<file path="src/rtl/scl_pkg.sv">
package scl_pkg;
    // Default field widths and synchronizer depth
    parameter int unsigned BAND_W_DEF      = 4;
    parameter int unsigned MAIN_W_DEF      = 10;
    parameter int unsigned SWALLOW_W_DEF   = 5;
    parameter int unsigned TEST_W_DEF      = 8;
    parameter int unsigned SYNC_STAGES_DEF = 2;

    // Lane positions in the synchronized line vector
    localparam int unsigned LANE_CLK = 0;
    localparam int unsigned LANE_DAT = 1;
    localparam int unsigned LANE_EN  = 2;
    localparam int unsigned LANES    = 3;

    function automatic int unsigned max3(input int unsigned a, input int unsigned b,
                                         input int unsigned c);
        int unsigned m;
        m = (a > b) ? a : b;
        return (m > c) ? m : c;
    endfunction
endpackage

</file>
<file path="src/rtl/scl_sync.sv">
module scl_sync #(
    parameter int unsigned WIDTH  = 3,
    parameter int unsigned STAGES = 2
) (
    input  logic             clk,
    input  logic             rst_n,
    input  logic [WIDTH-1:0] async_i,
    output logic [WIDTH-1:0] sync_o
);
    logic [WIDTH-1:0] stage_d [STAGES];
    logic [WIDTH-1:0] stage_q [STAGES];

    always_comb begin
        stage_d[0] = async_i;
        for (int i = 1; i < int'(STAGES); i++) begin
            stage_d[i] = stage_q[i-1];
        end
    end

    generate
        for (genvar g = 0; g < int'(STAGES); g++) begin : g_stage
            always_ff @(posedge clk or negedge rst_n) begin
                if (!rst_n) stage_q[g] <= '0;
                else        stage_q[g] <= stage_d[g];
            end
        end
    endgenerate

    assign sync_o = stage_q[STAGES-1];
endmodule

</file>
<file path="src/rtl/scl_deframer.sv">
module scl_deframer #(
    parameter int unsigned BAND_W    = 4,
    parameter int unsigned MAIN_W    = 10,
    parameter int unsigned SWALLOW_W = 5,
    parameter int unsigned TEST_W    = 8
) (
    input  logic                 clk,
    input  logic                 rst_n,
    input  logic                 en_s,
    input  logic                 sclk_s,
    input  logic                 dat_s,
    output logic [BAND_W-1:0]    band_o,
    output logic                 band_stb_o,
    output logic [MAIN_W-1:0]    main_o,
    output logic [SWALLOW_W-1:0] swallow_o,
    output logic                 div_stb_o,
    output logic [TEST_W-1:0]    test_o,
    output logic                 test_stb_o
);
    localparam int unsigned DIV_W    = MAIN_W + SWALLOW_W;
    localparam int unsigned BAND_END = BAND_W;
    localparam int unsigned DIV_END  = BAND_END + DIV_W;
    localparam int unsigned TEST_END = DIV_END + TEST_W;
    localparam int unsigned CNT_W    = $clog2(TEST_END + 1);
    localparam int unsigned ACC_W    = scl_pkg::max3(BAND_W, DIV_W, TEST_W);

    localparam logic [CNT_W-1:0] BAND_AT = CNT_W'(BAND_END);
    localparam logic [CNT_W-1:0] DIV_AT  = CNT_W'(DIV_END);
    localparam logic [CNT_W-1:0] TEST_AT = CNT_W'(TEST_END);

    typedef struct packed {
        logic                 sclk_prev;
        logic                 en_prev;
        logic [CNT_W-1:0]     cnt;
        logic [ACC_W-1:0]     acc;
        logic [BAND_W-1:0]    band;
        logic                 band_stb;
        logic [MAIN_W-1:0]    main_c;
        logic [SWALLOW_W-1:0] swallow;
        logic                 div_stb;
        logic [TEST_W-1:0]    test;
        logic                 test_stb;
    } state_t;

    state_t           st_d, st_q;
    logic             en_rise, sclk_fall;
    logic [ACC_W-1:0] acc_next;
    logic [CNT_W-1:0] cnt_next;

    always_comb begin
        st_d           = st_q;
        st_d.band_stb  = 1'b0;
        st_d.div_stb   = 1'b0;
        st_d.test_stb  = 1'b0;
        st_d.sclk_prev = sclk_s;
        st_d.en_prev   = en_s;

        en_rise   = en_s & ~st_q.en_prev;
        sclk_fall = st_q.sclk_prev & ~sclk_s;
        acc_next  = {st_q.acc[ACC_W-2:0], dat_s};
        cnt_next  = st_q.cnt + 1'b1;

        if (en_rise) begin
            // new frame: restart the count and drop any partial bits
            st_d.cnt = '0;
            st_d.acc = '0;
        end else if (sclk_fall && en_s && (st_q.cnt != TEST_AT)) begin
            st_d.cnt = cnt_next;
            st_d.acc = acc_next;
            if (cnt_next == BAND_AT) begin
                st_d.band     = acc_next[BAND_W-1:0];
                st_d.band_stb = 1'b1;
            end
            if (cnt_next == DIV_AT) begin
                st_d.main_c  = acc_next[DIV_W-1:SWALLOW_W];
                st_d.swallow = acc_next[SWALLOW_W-1:0];
                st_d.div_stb = 1'b1;
            end
            if (cnt_next == TEST_AT) begin
                st_d.test     = acc_next[TEST_W-1:0];
                st_d.test_stb = 1'b1;
            end
        end
    end

    always_ff @(posedge clk or negedge rst_n) begin
        if (!rst_n) st_q <= '0;
        else        st_q <= st_d;
    end

    assign band_o     = st_q.band;
    assign band_stb_o = st_q.band_stb;
    assign main_o     = st_q.main_c;
    assign swallow_o  = st_q.swallow;
    assign div_stb_o  = st_q.div_stb;
    assign test_o     = st_q.test;
    assign test_stb_o = st_q.test_stb;
endmodule

</file>
<file path="src/rtl/serial_ctrl_loader.sv">
module serial_ctrl_loader #(
    parameter int unsigned BAND_W      = scl_pkg::BAND_W_DEF,
    parameter int unsigned MAIN_W      = scl_pkg::MAIN_W_DEF,
    parameter int unsigned SWALLOW_W   = scl_pkg::SWALLOW_W_DEF,
    parameter int unsigned TEST_W      = scl_pkg::TEST_W_DEF,
    parameter int unsigned SYNC_STAGES = scl_pkg::SYNC_STAGES_DEF
) (
    input  logic                 clk,
    input  logic                 rst_n,
    input  logic                 ser_en,
    input  logic                 ser_dat,
    input  logic                 ser_clk,
    output logic [BAND_W-1:0]    band_sel,
    output logic                 band_upd,
    output logic [MAIN_W-1:0]    main_cnt,
    output logic [SWALLOW_W-1:0] swallow_cnt,
    output logic                 div_upd,
    output logic [TEST_W-1:0]    test_bits,
    output logic                 test_upd
);
    localparam int unsigned LANES = scl_pkg::LANES;

    logic [LANES-1:0] lines_raw;
    logic [LANES-1:0] lines_s;

    always_comb begin
        lines_raw                    = '0;
        lines_raw[scl_pkg::LANE_CLK] = ser_clk;
        lines_raw[scl_pkg::LANE_DAT] = ser_dat;
        lines_raw[scl_pkg::LANE_EN]  = ser_en;
    end

    scl_sync #(
        .WIDTH (LANES),
        .STAGES(SYNC_STAGES)
    ) sync_i (
        .clk    (clk),
        .rst_n  (rst_n),
        .async_i(lines_raw),
        .sync_o (lines_s)
    );

    scl_deframer #(
        .BAND_W   (BAND_W),
        .MAIN_W   (MAIN_W),
        .SWALLOW_W(SWALLOW_W),
        .TEST_W   (TEST_W)
    ) deframer_i (
        .clk       (clk),
        .rst_n     (rst_n),
        .en_s      (lines_s[scl_pkg::LANE_EN]),
        .sclk_s    (lines_s[scl_pkg::LANE_CLK]),
        .dat_s     (lines_s[scl_pkg::LANE_DAT]),
        .band_o    (band_sel),
        .band_stb_o(band_upd),
        .main_o    (main_cnt),
        .swallow_o (swallow_cnt),
        .div_stb_o (div_upd),
        .test_o    (test_bits),
        .test_stb_o(test_upd)
    );
endmodule

</file>
<file path="config.mk">
export PLATFORM = sky130hd
export DESIGN_NAME = serial_ctrl_loader
export DESIGN_NICKNAME = d
export VERILOG_FILES = /design/src/rtl/scl_pkg.sv /design/src/rtl/scl_sync.sv /design/src/rtl/scl_deframer.sv /design/src/rtl/serial_ctrl_loader.sv
export SDC_FILE = /design/constraint.sdc
export NUM_CORES = 1
export LEC_CHECK = 0
export CORE_MARGIN = 3
export CORE_UTILIZATION = 45
export CTS_BUF_LIST = sky130_fd_sc_hd__clkbuf_16
export DETAILED_ROUTE_END_ITERATION = 8
export DONT_BUFFER_PORTS = 1
export HOLD_SLACK_MARGIN = 0.06
export PLACE_DENSITY_LB_ADDON = 0.25
export SYNTH_ARGS = -nofsm -noshare
export SYNTH_HDL_FRONTEND = slang
export SYNTH_SLANG_ARGS = --single-unit
</file>
<file path="constraint.sdc">
create_clock -name clk -period 2 [get_ports clk]
set_input_delay 0.2 -clock clk [delete_from_list [all_inputs] [get_ports clk]]
set_output_delay 0.2 -clock clk [all_outputs]
set_load 0.03 [all_outputs]
</file>
Word-level counts from Yosys, hierarchy flattened --
Cells that the tools add are included. W data, S select, Z words.
Cells by class: add/subtract/negate cells 1, multipliers 0, div/mod/pow operators 0, magnitude comparators 0, equal/unequal tests 4, shifts and indexed selects 0, multiplexer cells 6, bitwise gates (word level) 5, reduce and logical (&&, ||, !) cells 6
Operator list (number):
- $mux W50 | 1
- $mux W26 | 1
- $mux W20 | 1
- $mux W16 | 1
- $eq A5 B5 Y1 const B | 2
- $mux W9 | 1
- $reduce_and A3 Y1 | 3
- $add A5 B1 Y5 const B | 1
- $eq A5 B3 Y1 const B | 1
- $mux W5 | 1
- $ne A5 B5 Y1 const B | 1
- $not A1 Y1 | 3
- $and A1 B1 Y1 | 2
- $logic_and A1 B1 Y1 | 2
- $reduce_bool A2 Y1 | 1
Storage, ports and cells: flip-flop bits (word level) 57, latch bits 0, bits in writable memories 0, bits in read-only memories 0, input port bits 5, output and inout bits 30, word-level logic and storage cells 35, memories 0

Longest topological paths before layout --
Gate-level depths: netlist (run 1).
depth in word-level cells 6, depth in mapped cells 7, mapped depth without buffers 5

Hierarchy --
Synthesis (run 1) repeated with hierarchy kept, for this count alone.
Second synthesis, totals: cells, all modules 169, area total of the unflattened synthesis 2367.3 um^2
By module, submodules not included:
- scl_deframer | instances 1, cells each 163, area each 2217.1 um^2, seq. area each 1276.2 um^2
- scl_sync | instances 1, cells each 6, area each 150.1 um^2, seq. area each 150.1 um^2

Least setup slack after synthesis (run 1) --
OpenSTA, ideal clock, no wires.
path kind flip-flop to flip-flop, start point reg deframer_i.st_q[46] in the netlist's numbering, end point reg deframer_i.st_q, in the netlist deframer_i.main_o[6], library setup time 0.125 ns, arrival time 1.905 ns, data required time 1.875 ns, slack -0.030 ns, stages on the path, launching flop included 7, buffers on the path 1, path through dfrtp_1 -> ha_1 -> xnor2_1 -> nand3_4 -> nor3b_4 -> buf_12 -> mux2_4
Between the ends: word-level cells in the longest chain between the ends 3, elaborated cells on any way between the ends 5, classes of those cells add/sub (1); eq/ne (2); reduce/logical (2)
Ends and longest elaborated chain:
- start: declaration | line scl_deframer.sv:45 | state_t st_d, st_q;
- start signal: assignment | line scl_deframer.sv:88 | else st_q <= st_d;
- $add A5 B1 Y5 / $ne A5 B5 Y1 (equally long branches) | line scl_deframer.sv:61, scl_deframer.sv:67
- $eq A5 B5 Y1 / $logic_and A1 B1 Y1 (equally long branches) | line scl_deframer.sv:74, scl_deframer.sv:67
- $reduce_and A3 Y1 (no line) *
Every way passes the cells marked *; elsewhere a longest branch is shown, timed or not. A chain may end at the register's enable or synchronous reset.

Worst setup path in the final report (run 1) --
start point reg deframer_i.st_q[45] in the netlist's numbering, end point reg deframer_i.st_q, in the netlist deframer_i.main_o[4]
The elaborated chain is that of the path after synthesis.

==> results of run 1 <==
## per-layer routing
metal,global-route usage,vias to the layer above
met4,0.0743,0
met5,0,-
met2,0.230,46
li1,-,623
met1,0.170,699
met3,0.0710,4
## worst min path at each step
stage / slack, ns / to / from / cells after the start
4_1_cts: 0.35 / sync_i.sync_o[2] / sync_i.stage_d[2] / 0
3_3_place_gp: -0.09 / deframer_i.swallow_o[0] / rst_n / 0
3_5_place_dp: -0.09 / sync_i.sync_o[1] / rst_n / 0
6_report: 0.34 / sync_i.sync_o[2] / sync_i.stage_d[2] / 0
5_1_grt: 0.36 / sync_i.sync_o[1] / sync_i.stage_d[1] / 0
2_1_floorplan: -0.1 / deframer_i.acc_next[10] / rst_n / 0
## synth_stat cells (2+ instances only)
| library cell | n | area (µm²) |
|---|---|---|
| dfrtp_1 | 57 | 1430 |
| nand2_1 | 28 | 105 |
| buf_4 | 27 | 203 |
| mux2_2 | 18 | 203 |
| a21oi_1 | 13 | 65.1 |
| mux2_4 | 9 | 135 |
| inv_1 | 6 | 22.5 |
| clkbuf_1 | 3 | 11.3 |
| ha_1 | 3 | 37.5 |
| mux2i_1 | 3 | 30.0 |
| nand3_1 | 3 | 15.0 |
| a31oi_1 | 2 | 12.5 |
| nand3b_1 | 2 | 15.0 |
| nor2_1 | 2 | 7.51 |
| o2bb2ai_1 | 2 | 17.5 |
| o31ai_1 | 2 | 15.0 |
## placed cells by master (no fill, tap or decap), types with 4 or more instances in the layout
cell type      netlist  layout
mux2_2              18      18
mux2_4               9       9
a21oi_1             13      13
dfrtp_1             57      57
buf_4               27       5
dlygate4sd3_1        0       4
inv_1                6       6
nand2_1             28      28
clkbuf_16            0       9
## timing repair
| item | in CTS | in global routing |
|---|---|---|
| endpoints found under the hold margin | 60 | 0 |
| resized for setup | 0 | 2 |
| endpoints found under the setup margin | 0 | 15 |
| hold buffers | 5 | 0 |
## metrics by stage
| step | TNS (ns) | hold WS [ns] | cell area (µm²) | util |
|---|---|---|---|---|
| global placement | 0 | -0.0942 | 2470 | 0.469 |
| CTS | 0 | 0.345 | 2810 | 0.534 |
| global route | -0.00428 | 0.362 | 2830 | 0.536 |
| floorplan | 0 | -0.0956 | 2520 | - |
| detailed placement | 0 | -0.0940 | 2470 | 0.469 |
| finish | 0 | 0.344 | 2830 | 0.536 |
## layout make-up
type | count | area (µm²)
clock buffer | 9 | 225
clock inverter | 5 | 48.8
fill | 439 | 2440
inverter | 6 | 22.5
multi-input combinational | 102 | 850
sequential | 57 | 1430
tap | 70 | 87.6
timing repair buffer | 13 | 165
## registers in the layout (all words and copies together), names as in the netlist
signal and cells:
deframer_i.acc_next 14, deframer_i.band_o 4, deframer_i.band_stb_o 1, deframer_i.div_stb_o 1, deframer_i.main_o 10, deframer_i.st_q 7
deframer_i.swallow_o 5, deframer_i.test_o 8, deframer_i.test_stb_o 1, sync_i.stage_d 3, sync_i.sync_o 3
## where the power goes
group	leakage, nW	switching, W	internal (W)
sequential	0.775	0.0000330	0.00118
clock	0.130	0.000461	0.000932
combinational	0.409	0.0000782	0.0000587
## worst reg2reg max path: stages, from the launching register on
cell and delay [ns]:
dfrtp_1 0.44, ha_4 0.20, nand3_1 0.13, xnor2_2 0.22, nor3b_4 0.28, buf_12 0.19
mux2_2 0.34
## kinds of logic (layout without fill, tap and decap cells)
kind of cell,Yosys count,after routing,share of synthesized area
flip-flops,57,57,0.567
XOR/XNOR,3,3,0.0164
multiplexers,30,30,0.146
adder cells (fa/ha/maj),3,3,0.0149
buffers and inverters,38,33,0.104
AND/OR/NAND/NOR,45,45,0.101
AO/OA/AOI/OAI,21,21,0.0507
==> summary.md, run 1 <==
| Metric | Value |
|---|---|
| Final worst path period need | 1.92 ns |
| Via count | around 1,400 |
| Hpwl dp | 2900 µm |
| Place WS | 0.0119 ns |
| Worst path max stage delay | about 0.44 ns |
| R2R Setup Slk | between 0.08 and 0.09 ns |
| Netlist cell types | 33 |
| Wire length on met3 | roughly 300 µm |
| Inst Count DP | 243 |
| Maximum clock rate | 521 MHz |
| Cells after synthesis | slightly below 200 |
| Flops & latches, synth | 57 |
| Pins Over Slew Limit | 0 |
| Worst R2R Start | deframer_i.st_q[45] |
| Vias in the first global route | roughly 1,400 |
| Leak pwr | 1.31 nW |
| Setup Buffers After CTS | 0 |
| Final setup vio count | 0 |
| Crit path from | deframer_i.st_q[45] |
| DR iter-0 viols | between 40 and 50 |
| WL met1 | around 1800 µm |
| Syn Nets | between 200 and 250 |
| Synth Area per Inst | approximately 13 µm² |
| Worst Path Max Fanout | 12 |
| Critical Path AT | between 2 and 2.5 ns |
| Root Buffer | clkbuf_16 |
| Final worst setup slack | between 0.08 and 0.09 ns |
| Layout Nets | 197 |
| Clk Latency, worst-skew pair | roughly 0.32 ns |
| Pin count of the biggest net entering global routing | 58 |
| Crit path max-delay family | flip-flops |
| H-tree levels | 3 |
| Main synth FF type | dfrtp_1 |
| FF-to-FF End | deframer_i.main_o[4] |
| Top layer used by detailed routing | met4 |
| First-pass GRT wire length | around 7000 µm |
| Die Span Y | about 81 µm |
| All-Layer GR Usage | 0.148 |
| Slew HR | 0.659 |
| Ant diodes | 0 |
| Maximum VDD drop | between 0.5 and 0.6 mV |
| Share of cells above drive strength 1 | 0.292 |
| CP startpoint kind | flip-flop |
| Crit path required time | about 2.2 ns |
| DRT Pass-1 Iters | 5 |
| Hold Path Class | flip-flop to flip-flop |
| Reg2reg path depth | 6 |
| Final hold vios | 0 |
| Critical Path, Cell by Cell | ha_4 -> nand3_1 -> xnor2_2 -> nor3b_4 -> buf_12 -> mux2_2 |
| Final clock period utilization by the worst path | 0.959 |
| Total CTS buffers | 9 |
| CP endpoint | deframer_i.main_o[4] |
| Post-synth EDFFs | 0 |
| Sequential share of the synthesized area | 0.567 |
| Placeable core region | around 0.0053 mm² |
| Port Buf Inserts | 0 |
| # rows | 26 |
| Final ANT Viol Nets | 0 |
| Syn. warnings | 0 |
| Synth Cell Area | 0.00252 mm² |
| Vias/cell | ~5.2 |
| Max_cap viols | 0 |
| Worst Tran Pin Value | 0.510 ns |
| Ys async rst share | 1.00 |
| DIE AREA | about 0.0065 mm² |
| Stages on the worst setup path | 6 |
| Total Power | between 0.002 and 0.003 W |
| CTS Buffer Depth | 2 |
| Slowest-stage cell, CP | dfrtp_1 |
| CTS sink cnt | 57 |
| Status | completed |
| Worst Path Buf+Inv | 1 |
| Initial antenna violation count | 0 |
| Congestion Overflow GR | 0 |
| Global placement routability congestion | 0.828 |
| DIE WIDTH | slightly above 80 µm |
| Power per standard cell area | slightly below 1000 mW/mm² |
| Clock skew | roughly 0.009 ns |
| CTS tree | yes |
| Drt drc | 0 |
| Final non-filler cell total | between 200 and 300 |
| Clock Pin Slew Worst Setup and Hold Paths | 0.05 ns |
| WS Path Type | flip-flop to flip-flop |
| Crit end category | flip-flop |
| Post-Route WL | approximately 4300 µm |
| Metal2 WL | around 2200 µm |
| Num ports | 35 |
| DR WL/cell | approximately 16 µm |
| Starting density of the core | 0.478 |
| P&R area growth vs syn | 12.2% |
Power figures use the tool's default switching activity.
==> inputs of run 2 (changes only) <==
--- a/config.mk
+++ b/config.mk
@@ -12,3 +12,2 @@
 export DONT_BUFFER_PORTS = 1
-export HOLD_SLACK_MARGIN = 0.06
 export PLACE_DENSITY_LB_ADDON = 0.25
==> constraint.sdc (replaced) <==
create_clock -name clk -period 2 [get_ports clk]
set_input_delay 0.4 -clock clk [delete_from_list [all_inputs] [get_ports clk]]
set_output_delay 0.4 -clock clk [all_outputs]
set_load 0.03 [all_outputs]
==> run 2 against run 1 <==
Against the previous run: non-clock buffer count fell by 3; wire length barely moved; hold slack got worse by 0.23 ns.
==> summary.md, run 2 (synthesis gave the netlist of run 1 again) <==
| Metric | Value |
|---|---|
| Status | completed |
| Layout Nets | 194 (-1.5%) |
| Critical Path AT | 2.11 ns (about the same) |
| Total Power | 0.00274 W (about the same) |
| P&R area growth vs syn | 11.0% |
| Number of flip-flops in the largest register | 14 (unchanged) |
| Final hold vios | 0 (unchanged) |
| Hold Startpoint | ser_dat |
| Hold Path Class | primary input to flip-flop |
| CTS tree | yes |
| CTS Buffer Depth | 2 (unchanged) |
| Crit path required time | 2.20 ns (about the same) |
| Pins Over Slew Limit | 0 (unchanged) |
| Num ports | 35 (unchanged) |
| Via count | 1,355 (-1.2%) |
| Inst Count DP | 243 (unchanged) |
| Finished layout cell area | 0.00280 mm² (-1.1%) |
| Most frequent cells in the layout | dfrtp_1, nand2_1, mux2_2, a21oi_1 |
| DR WL/cell | 16.7 µm (+1.2%) |
| Final worst path period need | 1.92 ns (-0.00133 ns) |
| DIE WIDTH | 80.8 µm (unchanged) |
| Starting density of the core | 0.478 (unchanged) |
| Post-DP Area | 0.00247 mm² (unchanged) |
| Port Buf Inserts | 0 (unchanged) |
| Final ANT Viol Nets | 0 (unchanged) |
| Die Span Y | 80.8 µm (unchanged) |
| Maximum VDD drop | 0.527 mV (+0.12%) |
| Global placement routability congestion | 0.828 (unchanged) |
| Leak pwr | 1.30 nW (-0.95%) |
| Pin count of the biggest net entering global routing | 58 (unchanged) |
| CP endpoint | deframer_i.main_o[4] |
| Reg2reg path depth | 6 (unchanged) |
| First-pass GRT wire length | 6970 µm (+0.10%) |
| Share of cells above drive strength 1 | 0.296 (+0.00463) |
| Vias/cell | 5.23 (about the same) |
| WS Path Type | flip-flop to flip-flop |
| Clk Latency, worst-skew pair | 0.32 ns (about the same) |
| Crit path from | deframer_i.st_q[45] |
| R2R Setup Slk | 0.08 ns (about the same) |
| Max_cap viols | 0 (unchanged) |
| Clock skew | 0.00915 ns (+0.00000436 ns) |
| Maximum clock rate | 522 MHz (about the same) |
| Worst R2R Start | deframer_i.st_q[45] |
| CTS sink cnt | 57 (unchanged) |
| All-Layer GR Usage | 0.148 (+0.000238) |
| Root Buffer | clkbuf_16 |
| DR iter-0 viols | 56 (+30%) |
| Worst Tran Pin Value | 0.526 ns (+0.0159 ns) |
| Clock Pin Slew Worst Setup and Hold Paths | 0.05 ns (about the same) |
| H-tree levels | 3 (unchanged) |
| Crit end category | flip-flop |
| Drt drc | 0 (unchanged) |
| DRT Pass-1 Iters | 5 (unchanged) |
| Final non-filler cell total | 259 (-1.1%) |
| Post-Route WL | 4320 µm (about the same) |
| Commonest non-fill, non-tap cell in the layout | dfrtp_1 |
| DIE AREA | 0.00653 mm² (unchanged) |
| Worst Path Max Fanout | 12 (unchanged) |
| Power per standard cell area | 981 mW/mm² (+1.0%) |
| Total CTS buffers | 9 (unchanged) |
| CP startpoint kind | flip-flop |
| Vias in the first global route | 1,389 (-0.14%) |
| Placeable core region | 0.00527 mm² (unchanged) |
| Initial antenna violation count | 0 (unchanged) |
| Final setup vio count | 0 (unchanged) |
| Ant diodes | 0 (unchanged) |
| Final clock period utilization by the worst path | 0.959 (about the same) |
| Slew HR | 0.648 (-0.0106) |
| # rows | 26 (unchanged) |
| FF-to-FF End | deframer_i.main_o[4] |
| Congestion Overflow GR | 0 (unchanged) |
| Hpwl dp | 2900 µm (unchanged) |
[run 2: per-layer routing]
layer | wire length [µm] | global-route usage | up-vias
met1 | 1830 | 0.171 | 697
met3 | 280 | 0.0710 | 2
met4 | 31 | 0.0743 | 0
met5 | 0 | 0 | -
met2 | 2180 | 0.230 | 40
li1 | - | - | 616
[run 2: how the worst min path moves through the flow]
stage | slack, ns | cells after the start | to
after CTS | 0.10 | 0 | sync_i.stage_d[1]
after floorplan | 0.10 | 0 | deframer_i.acc_next[10]
after global routing | 0.09 | 0 | sync_i.stage_d[1]
after global placement | 0.11 | 0 | deframer_i.swallow_o[0]
final | 0.11 | 0 | sync_i.stage_d[1]
after detailed placement | 0.11 | 0 | sync_i.sync_o[1]
[run 2: power by group]
part / internal [W] / switching (W)
combinational: 0.0000548 / 0.0000777
clock: 0.000932 / 0.000464
sequential: 0.00118 / 0.0000332
[run 2: through the flow]
step	setup WS, ns	hold slack, ns	utilization	TNS, ns
6_report	0.0827	0.112	0.530	0
5_1_grt	-0.00428	0.0925	0.530	-0.00428
4_1_cts	0.00803	0.101	0.528	0
3_5_place_dp	0.0119	0.106	0.469	0
3_3_place_gp	0.101	0.106	0.469	0
2_1_floorplan	0.0141	0.104	-	0
[run 2: layout make-up]
type,count,area [µm²]
Fill cell,439,2470
Sequential cell,57,1430
Multi-Input combinational cell,102,850
Clock buffer,9,225
Timing Repair Buffer,10,135
Tap cell,70,87.6
Clock inverter,5,48.8
Inverter,6,22.5
[run 2: what timing repair did]
item                                    4_1_cts  5_1_grt
gates resized for setup                       0        2
endpoints found under the setup margin        0       15
buffers inserted                              0        0
hold endpoints to repair                     57        0
hold buffers                                  2        0
[run 2: worst max-delay path: stages (launching register included)]
cell     delay [ns]
dfrtp_1        0.44
ha_4           0.20
nand3_1        0.13
xnor2_2        0.22
nor3b_4        0.28
buf_12         0.19
mux2_2         0.34
==> inputs of run 3 (changes only) <==
- CORE_UTILIZATION: 45 -> 41
==> run 3 against run 2 <==
Against the previous run: critical path depth unchanged; count of clock-buffer cells in the layout unchanged; clock power is 12% higher; setup slack gained 0.020 ns; sequential power about the same; first-iteration DRC count is 54% higher; utilization shrank 3.4 points; largest cell class unchanged; largest power group unchanged.
==> summary.md, run 3 (synthesis gave the netlist of run 1 again) <==
| Metric | Value |
|---|---|
| Initial antenna violation count | 0 (unchanged) |
| Final hold vios | 0 (unchanged) |
| Total Power | 0.00292 W (+6.6%) |
| Final ANT Viol Nets | 0 (unchanged) |
| # rows | 27 (+3.8%) |
| DIE WIDTH | 84.4 µm (+4.4%) |
| CTS sink cnt | 57 (unchanged) |
| Maximum clock rate | 527 MHz (+1.1%) |
| Share of cells above drive strength 1 | 0.314 (+0.0178) |
| Hpwl dp | 2900 µm (+0.13%) |
| CTS tree | yes |
| Drt drc | 0 (unchanged) |
| Num ports | 35 (unchanged) |
| Finished layout cell area | 0.00284 mm² (+1.4%) |
| Maximum VDD drop | 0.531 mV (+0.70%) |
| CP startpoint kind | flip-flop |
| Root Buffer | clkbuf_16 |
| Power per standard cell area | 1030 mW/mm² (+5.1%) |
| Clk Latency, worst-skew pair | 0.32 ns (about the same) |
| Inst Count DP | 245 (+0.82%) |
| Congestion Overflow GR | 0 (unchanged) |
| DR iter-0 viols | 86 (+54%) |
| Setup Buffers After CTS | 0 (unchanged) |
| DRT Pass-1 Iters | 4 (-1) |
| Worst Tran Pin Value | 0.334 ns (-0.192 ns) |
| Final non-filler cell total | 263 (+1.5%) |
| Slew HR | 0.777 (+0.129) |
| Leak pwr | 1.33 nW (+1.9%) |
| RSZ-0062 raised after global routing | false |
| Crit path required time | 2.20 ns (about the same) |
| Total CTS buffers | 9 (unchanged) |
| Die Span Y | 84.4 µm (+4.4%) |
| Clock Pin Slew Worst Setup and Hold Paths | 0.05 ns (about the same) |
| Post-DP Area | 0.00246 mm² (-0.41%) |
| Pins Over Slew Limit | 0 (unchanged) |
| Most frequent cells in the layout | dfrtp_1, nand2_1, mux2_2, a21oi_1 |
| Status | completed |
| Vias/cell | 5.07 (-3.1%) |
| Final setup vio count | 0 (unchanged) |
| Worst Path Max Fanout | 16 (+4) |
| CTS Buffer Depth | 2 (unchanged) |
| Final clock period utilization by the worst path | 0.949 (-0.00999) |
| Vias in the first global route | 1,415 (+1.9%) |
| Via count | 1,333 (-1.6%) |
| Global placement routability congestion | 0.773 (-6.7%) |
| Final worst path period need | 1.90 ns (-0.0200 ns) |
| Crit end category | flip-flop |
| Pin count of the biggest net entering global routing | 58 (unchanged) |
| First-pass GRT wire length | 7460 µm (+7.0%) |
| Clock skew | 0.00978 ns (+0.000635 ns) |
| Commonest non-fill, non-tap cell in the layout | dfrtp_1 |
| Max_cap viols | 0 (unchanged) |
| Layout fillers | 480 (+9.3%) |
| P&R area growth vs syn | 12.6% |
| Number of flip-flops in the largest register | 14 (unchanged) |
| Hold Path Class | primary input to flip-flop |
| Port Buf Inserts | 0 (unchanged) |
| Layout Nets | 194 (unchanged) |
| WS Path Type | flip-flop to flip-flop |
| DIE AREA | 0.00712 mm² (+9.0%) |
| Critical Path AT | 2.10 ns (about the same) |
| Ant diodes | 0 (unchanged) |
| DR WL/cell | 16.8 µm (+0.78%) |
| H-tree levels | 3 (unchanged) |
| Post-Route WL | 4420 µm (+2.3%) |
| All-Layer GR Usage | 0.136 (-0.0115) |
| Placeable core region | 0.00571 mm² (+8.3%) |
| Starting density of the core | 0.441 (-0.0367) |
[run 3: cell count changes in the layout (fill, tap and decap cells not counted), sizes merged]
cell	previous run	this run
inv	6	7
clkinv	3	4
clkinvlp	1	0
bufinv	1	2
[run 3: critical path: stages (launching register included)]
cell and delay [ns]:
dfrtp_1 0.43, ha_4 0.22, xnor2_4 0.21, nand3_4 0.12, nor3b_4 0.24, buf_12 0.20, mux2_2 0.35
[run 3: routing by layer]
metal | share of wire | up-vias | GRT usage
li1 | - | 623 | -
met1 | 0.44 | 666 | 0.176
met2 | 0.46 | 38 | 0.190
met3 | 0.082 | 6 | 0.0618
met4 | 0.013 | 0 | 0.0763
met5 | 0 | - | 0
[run 3: what timing repair did]
| item | in CTS | in global routing |
|---|---|---|
| hold buffers | 2 | 0 |
| setup endpoints to repair | 6 | 6 |
| gates resized for setup | 1 | 3 |
| pin swaps | 1 | 0 |
| hold endpoints to repair | 57 | 0 |
[run 3: path summary, 6_finish.rpt]
| check | slack [ns] | start | cells after the start | endpoint |
|---|---|---|---|---|
| max in group asynchronous | 1.13 | rst_n | 2 | deframer_i.st_q[47] |
| min | 0.11 | ser_en | 0 | sync_i.stage_d[2] |
| min in group asynchronous | 0.62 | rst_n | 2 | deframer_i.div_stb_o |
| max reg2reg | 0.10 | deframer_i.st_q[45] | 6 | deframer_i.main_o[0] |
| max | 0.10 | deframer_i.st_q[45] | 6 | deframer_i.main_o[0] |
| min reg2reg | 0.34 | sync_i.stage_d[0] | 0 | sync_i.sync_o[0] |
[run 3: through the flow]
stage | worst slack [ns] | setup TNS, ns | utilization | hold slack [ns]
3_5_place_dp | -0.000508 | -0.000508 | 0.431 | 0.106
6_report | 0.103 | 0 | 0.497 | 0.106
3_3_place_gp | 0.0941 | 0 | 0.431 | 0.106
2_1_floorplan | 0.0141 | 0 | - | 0.104
5_1_grt | 0.0419 | 0 | 0.497 | 0.0906
4_1_cts | 0.0262 | 0 | 0.493 | 0.0928
[run 3: layout make-up]
| class | count | area (µm²) | share of cell area |
|---|---|---|---|
| Sequential cell | 57 | 1430 | 0.504 |
| Timing Repair Buffer | 10 | 123 | 0.0432 |
| Multi-Input combinational cell | 102 | 861 | 0.304 |
| Clock inverter | 7 | 86.3 | 0.0305 |
| Inverter | 6 | 22.5 | 0.00794 |
| Tap cell | 72 | 90.1 | 0.0318 |
| Clock buffer | 9 | 225 | 0.0794 |
[run 3: where the power goes]
part | switching [W] | leakage, nW | internal (W) | total (W)
sequential | 0.0000347 | 0.774 | 0.00118 | 0.00122
clock | 0.000494 | 0.158 | 0.00108 | 0.00157
combinational | 0.0000793 | 0.395 | 0.0000587 | 0.000138
